`config.mk`:
```
export PLATFORM = sky130hd
export DESIGN_NAME = strseq_top
export DESIGN_NICKNAME = d
export VERILOG_FILES = /design/src/rtl/strseq_pkg.sv /design/src/rtl/strseq_index_reg.sv /design/src/rtl/strseq_count_term.sv /design/src/rtl/strseq_addr_gen.sv /design/src/rtl/strseq_top.sv
export SDC_FILE = /design/constraint.sdc
export NUM_CORES = 1
export LEC_CHECK = 0
export CAP_MARGIN = 20
export CORE_MARGIN = 1
export CORE_UTILIZATION = 50
export CTS_CLUSTER_DIAMETER = 200
export DETAILED_ROUTE_END_ITERATION = 16
export DONT_BUFFER_PORTS = 1
export PLACE_DENSITY = 0.76
export SLEW_MARGIN = 40
export SYNTH_ARGS = -nofsm -noshare
export SYNTH_HDL_FRONTEND = slang
export SYNTH_SLANG_ARGS = --single-unit
```
`constraint.sdc`:
```
create_clock -name clk -period 5.9 [get_ports clk]
set_clock_uncertainty 0.2 [all_clocks]
set_input_delay 1.18 -clock clk [delete_from_list [all_inputs] [get_ports clk]]
set_output_delay 1.18 -clock clk [all_outputs]
set_load 0.02 [all_outputs]
```
`src/rtl/strseq_pkg.sv`:
```
package strseq_pkg;
   typedef enum logic [1:0] {
      RPT_PLAIN    = 2'd0,
      RPT_WHILE_Z  = 2'd1,
      RPT_WHILE_NZ = 2'd2,
      RPT_RSVD     = 2'd3
   } rpt_mode_e;
endpackage

```
`src/rtl/strseq_index_reg.sv`:
```
module strseq_index_reg #(
   parameter int IDX_W = 16
) (
   input  logic             clk,
   input  logic             rst_n,
   input  logic             load,
   input  logic [IDX_W-1:0] load_val,
   input  logic             adv,
   input  logic             dir,
   input  logic             wide,
   output logic [IDX_W-1:0] idx
);
   localparam logic [IDX_W-1:0] BYTE_STEP = IDX_W'(1);
   localparam logic [IDX_W-1:0] WORD_STEP = IDX_W'(2);

   logic [IDX_W-1:0] delta;
   logic [IDX_W-1:0] nxt;

   always_comb begin
      delta = wide ? WORD_STEP : BYTE_STEP;
      nxt   = dir ? (idx - delta) : (idx + delta);
   end

   always_ff @(posedge clk or negedge rst_n) begin
      if (!rst_n)    idx <= '0;
      else if (load) idx <= load_val;
      else if (adv)  idx <= nxt;
   end

   assert_idle_hold_R10: assert property (@(posedge clk) disable iff (!rst_n)
      (!load && !adv) |=> $stable(idx));
   assert_step_size_R5: assert property (@(posedge clk) disable iff (!rst_n)
      (adv && !load) |=> ((idx - $past(idx)) == BYTE_STEP || (idx - $past(idx)) == WORD_STEP
                       || ($past(idx) - idx) == BYTE_STEP || ($past(idx) - idx) == WORD_STEP));
endmodule

```
`src/rtl/strseq_count_term.sv`:
```
module strseq_count_term
   import strseq_pkg::*;
#(
   parameter int CNT_W = 16
) (
   input  logic             clk,
   input  logic             rst_n,
   input  logic             start,
   input  logic [CNT_W-1:0] cnt_load,
   input  logic [1:0]       mode_in,
   input  logic             step,
   input  logic             zf,
   output logic             accept,
   output logic             adv,
   output logic             busy,
   output logic             done,
   output logic [CNT_W-1:0] count
);
   rpt_mode_e        mode_q;
   logic [CNT_W-1:0] cnt_dec;
   logic             cond_fail;
   logic             stop;

   always_comb begin
      accept  = start && !busy;
      adv     = busy && step;
      cnt_dec = count - CNT_W'(1);
      unique case (mode_q)
         RPT_WHILE_Z:  cond_fail = !zf;
         RPT_WHILE_NZ: cond_fail = zf;
         default:      cond_fail = 1'b0;
      endcase
      stop = (cnt_dec == '0) || cond_fail;
   end

   always_ff @(posedge clk or negedge rst_n) begin
      if (!rst_n) begin
         count  <= '0;
         mode_q <= RPT_PLAIN;
         busy   <= 1'b0;
         done   <= 1'b0;
      end else if (accept) begin
         count  <= cnt_load;
         mode_q <= rpt_mode_e'(mode_in);
         busy   <= (cnt_load != '0);
         done   <= (cnt_load == '0);
      end else if (adv) begin
         count  <= cnt_dec;
         busy   <= !stop;
         done   <= stop;
      end else begin
         done   <= 1'b0;
      end
   end

   assert_done_pulse_R11: assert property (@(posedge clk) disable iff (!rst_n)
      done |=> !done);
   assert_done_idle_R11: assert property (@(posedge clk) disable iff (!rst_n)
      done |-> !busy);
   assert_busy_cnt_R7: assert property (@(posedge clk) disable iff (!rst_n)
      busy |-> (count != '0));
   assert_zero_start_R3: assert property (@(posedge clk) disable iff (!rst_n)
      (accept && cnt_load == '0) |=> (done && !busy));
   assert_decrement_R7: assert property (@(posedge clk) disable iff (!rst_n)
      adv |=> (count == $past(count) - CNT_W'(1)));
endmodule

```
`src/rtl/strseq_addr_gen.sv`:
```
module strseq_addr_gen #(
   parameter int IDX_W     = 16,
   parameter int SEG_SHIFT = 4,
   parameter int ADDR_W    = IDX_W + SEG_SHIFT
) (
   input  logic [IDX_W-1:0]  seg,
   input  logic [IDX_W-1:0]  idx,
   output logic [ADDR_W-1:0] addr
);
   generate
      if (SEG_SHIFT == 0) begin : g_flat
         assign addr = seg + idx;
      end else begin : g_shifted
         logic [ADDR_W-1:0] base;
         logic [ADDR_W-1:0] offs;
         assign base = {seg, {SEG_SHIFT{1'b0}}};
         assign offs = {{SEG_SHIFT{1'b0}}, idx};
         assign addr = base + offs;
      end
   endgenerate
endmodule

```
`src/rtl/strseq_top.sv`:
```
module strseq_top #(
   parameter int IDX_W     = 16,
   parameter int SEG_SHIFT = 4
) (
   input  logic                       clk,
   input  logic                       rst_n,
   input  logic                       start,
   input  logic [1:0]                 mode,
   input  logic                       dir,
   input  logic                       wide,
   input  logic                       zf,
   input  logic                       step,
   input  logic [IDX_W-1:0]           src_load,
   input  logic [IDX_W-1:0]           dst_load,
   input  logic [IDX_W-1:0]           cnt_load,
   input  logic [IDX_W-1:0]           data_seg,
   input  logic [IDX_W-1:0]           extra_seg,
   output logic                       busy,
   output logic                       done,
   output logic [IDX_W-1:0]           src_idx,
   output logic [IDX_W-1:0]           dst_idx,
   output logic [IDX_W-1:0]           count,
   output logic [IDX_W+SEG_SHIFT-1:0] src_addr,
   output logic [IDX_W+SEG_SHIFT-1:0] dst_addr
);
   localparam int ADDR_W = IDX_W + SEG_SHIFT;
   localparam int N_IDX  = 2;

   generate
      if (IDX_W < 4)      begin : g_bad_width $error("IDX_W must be at least 4"); end
      if (SEG_SHIFT < 0)  begin : g_bad_shift $error("SEG_SHIFT must not be negative"); end
   endgenerate

   logic accept;
   logic adv;
   logic dir_q;
   logic wide_q;

   logic [IDX_W-1:0]  ld_val [N_IDX];
   logic [IDX_W-1:0]  seg_v  [N_IDX];
   logic [IDX_W-1:0]  idx_v  [N_IDX];
   logic [ADDR_W-1:0] addr_v [N_IDX];

   assign ld_val[0] = src_load;
   assign ld_val[1] = dst_load;
   assign seg_v[0]  = data_seg;
   assign seg_v[1]  = extra_seg;

   always_ff @(posedge clk or negedge rst_n) begin
      if (!rst_n) begin
         dir_q  <= 1'b0;
         wide_q <= 1'b0;
      end else if (accept) begin
         dir_q  <= dir;
         wide_q <= wide;
      end
   end

   strseq_count_term #(.CNT_W(IDX_W)) u_cnt (
      .clk(clk), .rst_n(rst_n), .start(start), .cnt_load(cnt_load),
      .mode_in(mode), .step(step), .zf(zf), .accept(accept), .adv(adv),
      .busy(busy), .done(done), .count(count)
   );

   generate
      for (genvar g = 0; g < N_IDX; g++) begin : g_lane
         strseq_index_reg #(.IDX_W(IDX_W)) u_idx (
            .clk(clk), .rst_n(rst_n), .load(accept), .load_val(ld_val[g]),
            .adv(adv), .dir(dir_q), .wide(wide_q), .idx(idx_v[g])
         );
         strseq_addr_gen #(.IDX_W(IDX_W), .SEG_SHIFT(SEG_SHIFT), .ADDR_W(ADDR_W)) u_addr (
            .seg(seg_v[g]), .idx(idx_v[g]), .addr(addr_v[g])
         );
      end
   endgenerate

   assign src_idx  = idx_v[0];
   assign dst_idx  = idx_v[1];
   assign src_addr = addr_v[0];
   assign dst_addr = addr_v[1];

   assert_lanes_agree_R5: assert property (@(posedge clk) disable iff (!rst_n)
      (adv && !accept) |=> ((src_idx - $past(src_idx)) == (dst_idx - $past(dst_idx))));
   assert_busy_ignores_start_R10: assert property (@(posedge clk) disable iff (!rst_n)
      (busy && start && !step) |=> ($stable(count) && $stable(src_idx) && $stable(dst_idx)));
   assert_load_R2: assert property (@(posedge clk) disable iff (!rst_n)
      (start && !busy) |=> (src_idx == $past(src_load) && dst_idx == $past(dst_load)));
endmodule

```
### Yosys cells after proc, flatten, opt, wreduce, memory -nomap -nowiden

Index checks and enable logic that the tools add are counted.

* register bits: 54
* bits in latches: 0
* memory bits (writable): 0
* memory bits (read-only): 0
* bits of input ports: 89
* output and inout bits: 90
* word-level logic and storage cells: 41
* memories: 0

* add/subtract/negate cells: 7
* $mul: 0
* div/mod/pow operators: 0
* order comparisons: 0
* equal/unequal tests: 2
* shifts and indexed selects: 0
* multiplexer cells: 14
* bitwise logic cells: 0
* reduce and logical (&&, ||, !) cells: 10

Operators with widths (count)
* 2-to-1 mux 16 bit: 8
* adder 20 x 16 -> 20 bit: 2
* adder 16 bit: 2
* zero test 16 bit: 2
* subtractor 16 bit: 2
* nonzero test 16 bit: 1
* subtractor 16 x 1 -> 16 bit, second input constant: 1
* 2-to-1 mux 1 bit: 4
* zero test 1 bit: 3
* equality test 2 x 1 -> 1 bit, second input constant: 1
* equality test 2 bit, second input constant: 1
* logical AND 1 bit: 2
* 2-to-1 mux 2 bit: 1
* case mux 1 bit (2 select lines): 1
* nonzero test 2 bit: 1
* logical OR 1 bit: 1

### Logic depth before layout (Yosys ltp)

Gate-level depths: netlist of the first run.

* depth in word-level cells: 6
* depth in mapped cells: 13
* gate-level depth less buffers: 13

### Cells and area by module

Synthesis of the first run repeated with hierarchy kept, for this count alone.

* cells, all modules: 780
* area, all modules: 6282.3 µm²

Modules (own cells, without submodules)
* strseq_index_reg: instances 2, cells each 198, area each 1585.3 µm²
* strseq_addr_gen: instances 2, cells each 108, area each 820.8 µm²
* strseq_count_term: instances 1, cells each 164, area each 1397.6 µm²
* strseq_top: instances 1, cells each 4, area each 72.6 µm²

### Worst setup path after synthesis of the first run

OpenSTA, ideal clock, no wires.

* kind: input to output
* from: input port data_seg[0]
* to: output port src_addr[18]
* arrival time: 3.483 ns
* data required time: 4.520 ns
* setup slack: 1.037 ns
* stages on the path: 12
* cell sequence: ha_1 inv_1 fa_1 nor2b_1 o21ai_0 a21oi_1 o21ai_0 a2111oi_0 o21a_1 o21ai_0 a211oi_1 xor2_1

* longest elaborated chain between the ends: 1

Ends and longest elaborated chain
* from (decl): line strseq_top.sv:16 `input logic [IDX_W-1:0] data_seg,`
* adder 20 x 16 -> 20 bit: line strseq_addr_gen.sv:18 `assign addr = base + offs;`
* to (decl): line strseq_top.sv:23 `output logic [IDX_W+SEG_SHIFT-1:0] src_addr,`

No other way between the ends.

### Worst setup path in the final report of the first run

Same ends and word-level chain as after synthesis.

==> impl_metrics.tcl, run 1 <==
set metrics [dict create \
    dieArea_sq_um 10700 \
    coreArea_sq_um 9860 \
    setup_tns_ns 0 \
    critPathSlowestCell "a2111oi_0" \
    power_mw 3.97 \
    synth_edf_count 0 \
    grt_pass1_vias 4545 \
    root_buffer "clkbuf_8" \
    ys_warn_count 0 \
    drtIter0Drc 200 \
    hold_path.class "flip-flop to flip-flop" \
    slew_violations 0 \
    yosys_most_used_dff "dfrtp_1" \
    fillers 936 \
    crit_top_cell "o21ai_0" \
    antenna_left 0 \
    synth_top_area_share_pct 26.3 \
    die_w_um 103 \
    synth.area.top_cells "dfrtp_1, ha_1, xnor2_1" \
    grt_usage_pct 24.3 \
    grt_antenna_before_repair 0 \
    routed-via-count 4571 \
    syn_area_sq_um 5130 \
    crit_type "input port to output pin" \
    period_share_pct 88.9 \
    cts_hold_buf 0 \
    cts_setup_buffers 0 \
    grt_max_degree 55 \
    cts_resized 0 \
    syn_inst 616 \
    start_util_pct 52.0 \
    first_pass_iters 5 \
    ir_drop_v 0.000457 \
    n_antenna_cell 0 \
    synth_top_cell_by_area "dfrtp_1" \
    fp-row-count 36 \
    max_cap_violations 0 \
    synthDistinctLibCells 61 \
    tightest_slew_ns 0.694 \
    p_leak_nw 2.38 \
    worstPathArrival_ns 3.87 \
    multi_input_area_sq_um 3480 \
    cts_tree "built" \
    rsz0062_at_grt "false" \
    cp_max_fo 3 \
    cpPeakStageDelay_ns 0.45 \
    status "finished, final reports clean" \
    syn_area_per_cell_sq_um 8.33 \
    async_flop_share_pct 100 \
    worstSetupStartpointType "input port" \
    wl_per_cell_um 17.9 \
    cts_buffer_depth 2 \
    vias_per_cell 6.24 \
    setup_viol 0 \
    clock_latency_ns 0.32 \
    fin_cells 733 \
    min_period_ns 5.25 \
    gp_congestion 0.863 \
    numCtsBuffers 5 \
    regArea_sq_um 1350 \
    layout-drive-gt1-share_pct 4.83 \
    critPathBufInv 1 \
    io_pins 179 \
    overflow 0 \
    dp_hpwl_mm 9.91 \
    cp_cell_sequence "ha_1, inv_1, fa_1, nor2b_1, o21ai_0, a21oi_1, o21ai_0, a2111oi_0, o21a_1, o21ai_0, a211oi_1, xor2_1" \
    grt_pass1_wl_mm 20.4 \
    drt_wl_total_mm 13.1 \
    clk_pin_slew_worst_paths_ns 0.12 \
    die_h_um 103 \
    hold_viol_final 0 \
    crit_family "compound AO/OA/AOI/OAI gates" \
    syn-num-nets 765 \
    dp.cells 725 \
    synth_seq_cells 54 \
    synth-seq-area-share_pct 26.3 \
    syn2layout_area_growth_pct 2.32 \
    slew-limit-headroom_pct 52.6 \
    port_buffers 0 \
    nets 748 \
    end_kind "output pin" \
    crit_required_ns 4.52 \
    fmax_mhz 191 \
    drc 0 \
    powerDensity_nw_per_um2 756 \
    htree_num_levels 2 \
    clock_sinks 54 \
]
[worst reg2reg max path: cells and delay by family (launching register included)]
kind                       cells  cell delay, ns
buffers and inverters          2            0.23
DFF                            1            0.37
muxes                          1            0.36
and+or+nand+nor                4            0.56
AOI/OAI and AO/OA              5            1.31
adders and majority gates      1            0.22
[synthesized netlist by cell type (10+ instances only)]
cell      count
nand2_1      64
ha_1         56
dfrtp_1      54
o21ai_0      43
nor2_1       42
a21oi_1      39
inv_1        31
xnor2_1      28
nor3_1       25
xor2_1       23
nand3_1      15
nand2b_1     14
clkbuf_1     13
a22oi_1      12
a31oi_1      10
[stage by stage]
step	hold WS, ns	instance area, sq um	util [%]	worst slack, ns
CTS	0.314	5250	53.2	0.704
global placement	0.272	5120	52.0	0.806
floorplan	0.251	5130	-	1.04
finish	0.300	5250	53.2	0.654
detailed placement	0.286	5130	52.0	0.739
global route	0.324	5250	53.2	0.426
[layout by cell type, fill, tap and decap left out, drive strengths merged, types with 6 or more instances in the layout]
master and n:
a22oi 12, and3 8, or3 8, o21ai 43, xor2 23, xnor2 28
o21a 8, nor2b 9, a21o 9, dfrtp 54, a31oi 10, nor3 26
inv 32, nor2 43, a21oi 39, nand2 65, nand2b 14, nor4 6
nand3 15, ha 56, a211oi 6
[layout make-up]
type | count | share of cell area [%]
clock buffers | 5 | 1.31
clock inverters | 3 | 0.906
inverters | 31 | 2.22
multi-input cells | 504 | 66.2
flip-flops and latches | 54 | 25.7
well taps | 133 | 3.17
repair buffers | 3 | 0.429
[worst paths after layout]
path	start	endpoint	slack, ns	depth (start not counted)
max	data_seg[0]	src_addr[18]	0.65	12
max in group asynchronous	rst_n	g_lane[0].u_idx.idx[8]$_DFFE_PN0P_	5.03	0
max reg2reg	wide_q$_DFFE_PN0P_	g_lane[0].u_idx.idx[13]$_DFFE_PN0P_	2.57	13
min	u_cnt.mode_q[0]$_DFFE_PN0P_	u_cnt.mode_q[0]$_DFFE_PN0P_	0.30	2
min in group asynchronous	rst_n	u_cnt.mode_q[0]$_DFFE_PN0P_	0.34	0
min reg2reg	u_cnt.mode_q[0]$_DFFE_PN0P_	u_cnt.mode_q[0]$_DFFE_PN0P_	0.30	2
[power breakdown]
group / leakage (nW) / internal, mW / switching (mW)
clock network: 0.0587 / 0.129 / 0.134
registers: 0.652 / 0.550 / 0.488
logic: 1.67 / 1.09 / 1.58
total: 2.38 / 1.77 / 2.20
[cell families after synthesis]
| logic type | after synthesis | share of synthesized area (%) |
|---|---|---|
| AND/OR/NAND/NOR | 217 | 21.1 |
| AO/OA/AOI/OAI | 173 | 21.9 |
| adder cells (fa/ha/maj) | 60 | 15.2 |
| buffers and inverters | 58 | 6.07 |
| flip-flops | 54 | 26.3 |
| XOR/XNOR | 51 | 8.71 |
| multiplexers | 3 | 0.610 |
[state kept, by name, indices dropped and copies added, names as in the netlist]
register	cells
u_cnt.mode_q	2
g_lane.u_idx.idx	32
u_cnt.done	1
u_cnt.busy	1
dir_q	1
wide_q	1
u_cnt.count	16
[routing by layer]
metal  vias up  track usage, %  wire length [um]
met5         -               0                 0
met4         0            6.28               178
met3        13            6.38              1120
met2       185            45.7              6380
met1      2168            27.1              5450
li1       2205               -                 -
(Power assumes the default switching activity.)
==> inputs of run 2 (changes only) <==
--- a/config.mk
+++ b/config.mk
@@ -5,13 +5,14 @@
 export SDC_FILE = /design/constraint.sdc
 export NUM_CORES = 1
 export LEC_CHECK = 0
-export CAP_MARGIN = 20
+export CAP_MARGIN = 30
+export CORE_ASPECT_RATIO = 1.2
 export CORE_MARGIN = 1
-export CORE_UTILIZATION = 50
+export CORE_UTILIZATION = 70
 export CTS_CLUSTER_DIAMETER = 200
 export DETAILED_ROUTE_END_ITERATION = 16
 export DONT_BUFFER_PORTS = 1
-export PLACE_DENSITY = 0.76
+export PLACE_DENSITY = 0.95
 export SLEW_MARGIN = 40
 export SYNTH_ARGS = -nofsm -noshare
 export SYNTH_HDL_FRONTEND = slang
==> run 2 against run 1 <==
Effect of this change: non-clock buffer count down 1; setup slack better by 0.13 ns; global-route usage up 9.7 points; critical path depth unchanged; clock-buffer cell count unchanged; register-to-register slack worse by 0.44 ns; maximum frequency up 2.6%; total power up 1.3%; first-iteration DRC count up 52%; via count up 5.1%; combinational power about the same; critical path type unchanged; critical endpoint unchanged; highest routed layer unchanged.
==> impl_metrics.tcl, run 2 (synthesis results as in run 1) <==
set metrics [dict create \
    cts_hold_buf 0 \
    cp_max_fo 3 \
    cts_setup_buffers 0 \
    rsz0062_at_grt "false" \
    crit_required_ns 4.52 \
    port_buffers 0 \
    cts_buffer_depth 2 \
    final_cell_mix "nand2_1, ha_1, dfrtp_1" \
    powerDensity_nw_per_um2 777 \
    min_to "u_cnt.mode_q[0]$_DFFE_PN0P_" \
    period_share_pct 86.6 \
    grt_max_degree 55 \
    grt_pass1_vias 4636 \
    max_cap_violations 0 \
    final_util_pct 74.2 \
    drt_wl_total_mm 13.4 \
    wl_per_cell_um 19.5 \
    coreArea_sq_um 6980 \
    grt_usage_pct 34.0 \
    grt_pass1_wl_mm 20.2 \
    postLayoutCellArea_sq_um 5180 \
    antenna_left 0 \
    clock_sinks 54 \
    routed-via-count 4804 \
    critPathSlowestCell "a2111oi_0" \
    dp.cells 678 \
    fin_cells 686 \
    crit_type "input port to output pin" \
    drc 0 \
    min_period_ns 5.11 \
    worstSetupStartpointType "input port" \
    reg2regPathDepth 12 \
    slew_violations 0 \
    first_pass_iters 5 \
    cts_tree "built" \
    worstPathArrival_ns 3.73 \
    nets 747 \
    vias_per_cell 7.00 \
    setup_viol 0 \
    fp-row-count 33 \
    postPlaceCellArea_sq_um 5070 \
    r2r-start "dir_q$_DFFE_PN0P_" \
    fin_hold_ws_ns 0.325 \
    start_util_pct 73.5 \
    die_h_um 95.8 \
    top_register "g_lane.u_idx.idx" \
    crit_top_cell "o21ai_0" \
    layout-drive-gt1-share_pct 4.67 \
    cts_resized 0 \
    status "finished, final reports clean" \
    dieArea_sq_um 7680 \
    end_kind "output pin" \
    cp_cell_sequence "ha_1, inv_1, fa_1, nor2b_1, o21ai_0, a21oi_1, o21ai_0, a2111oi_0, o21a_1, o21ai_0, a211oi_1, xor2_1" \
    hold_viol_final 0 \
    fmax_mhz 196 \
    slew-limit-headroom_pct 42.2 \
    clock_latency_ns 0.31 \
    dp_hpwl_mm 10.1 \
    cpPeakStageDelay_ns 0.41 \
    die_w_um 80.2 \
    setup_tns_ns 0 \
    ir_drop_v 0.000409 \
    p_leak_nw 2.37 \
    rr_endpoint "g_lane[0].u_idx.idx[13]$_DFFE_PN0P_" \
    largestRegisters "g_lane.u_idx.idx x32, u_cnt.count x16, u_cnt.mode_q x2" \
    n_antenna_cell 0 \
    hp-start "u_cnt.mode_q[0]$_DFFE_PN0P_" \
    numCtsBuffers 5 \
    tightest_slew_ns 0.845 \
    hold_path.class "flip-flop to flip-flop" \
    root_buffer "clkbuf_8" \
    largest_reg_flops 32 \
    drtIter0Drc 304 \
    overflow 0 \
    syn2layout_area_growth_pct 0.878 \
    holdPathStages 2 \
    gp_congestion 0.862 \
    htree_num_levels 2 \
    clk_pin_slew_worst_paths_ns 0.10 \
    io_pins 179 \
    grt_antenna_before_repair 0 \
    final_common_cell "nand2_1" \
    r2r_slack_ns 2.13 \
]
[run 2: changes by cell type in the layout (fill, tap and decap cells not counted)]
| cell | previous run | this run |
|---|---|---|
| clkinv_2 | 0 | 2 |
| buf_4 | 3 | 2 |
| clkinv_4 | 1 | 0 |
| dfrtp_1 | 54 | 53 |
| dfrtp_2 | 0 | 1 |
| inv_6 | 1 | 0 |
| nand2_1 | 63 | 64 |
| nand2_2 | 2 | 1 |
[run 2: routing by layer]
layer  vias up  global-route usage, %  share of wire (%)
met5         -                      0                  0
met4         0                   18.8                4.0
met3        53                   8.53                8.5
met2       268                   64.5                 52
met1      2281                   33.5                 36
li1       2202                      -                  -
[run 2: cell type report]
type	count	area (sq um)
repair buffers	2	15.0
fillers	518	1800
inverters	31	116
well taps	87	109
clock buffers	5	68.8
clock inverters	3	40.0
multi-input cells	504	3470
flip-flops and latches	54	1350
[run 2: worst max-delay path by stage]
stage                           start           end  depth (start not counted)
after floorplan           data_seg[0]  src_addr[18]                         12
after global placement    data_seg[0]  src_addr[18]                         12
after detailed placement  data_seg[0]  src_addr[18]                         12
after CTS                 data_seg[0]  src_addr[18]                         12
after global routing      data_seg[0]  src_addr[18]                         12
final                     data_seg[0]  src_addr[18]                         12
[run 2: worst max-delay path, delay by kind of cell]
family          cells  cell delay (ns)
compound gates      7             1.42
fa+ha+maj           2             0.55
xor+xnor            1             0.40
simple gates        1             0.13
buf+inv             1             0.06
[run 2: power by group]
group          total, mW  internal [mW]  leakage (nW)  switching (mW)
sequential          1.08          0.550         0.651           0.530
clock              0.252          0.125        0.0579           0.126
combinational       2.69           1.09          1.66            1.60
total               4.02           1.76          2.37            2.26
[run 2: through the flow]
step | power, mW | setup WS (ns)
2_1_floorplan | 3.28 | 1.04
3_3_place_gp | 3.54 | 0.925
3_5_place_dp | 3.72 | 0.786
4_1_cts | 3.99 | 0.786
5_1_grt | 4.32 | 0.453
6_report | 4.02 | 0.789
==> inputs of run 3 (changes only) <==
--- a/config.mk
+++ b/config.mk
@@ -17,3 +17,4 @@
 export SYNTH_ARGS = -nofsm -noshare
 export SYNTH_HDL_FRONTEND = slang
 export SYNTH_SLANG_ARGS = --single-unit
+export TNS_END_PERCENT = 1
==> results of run 3 <==
No change in the layout: final DEF, timing and power equal those of run 2.
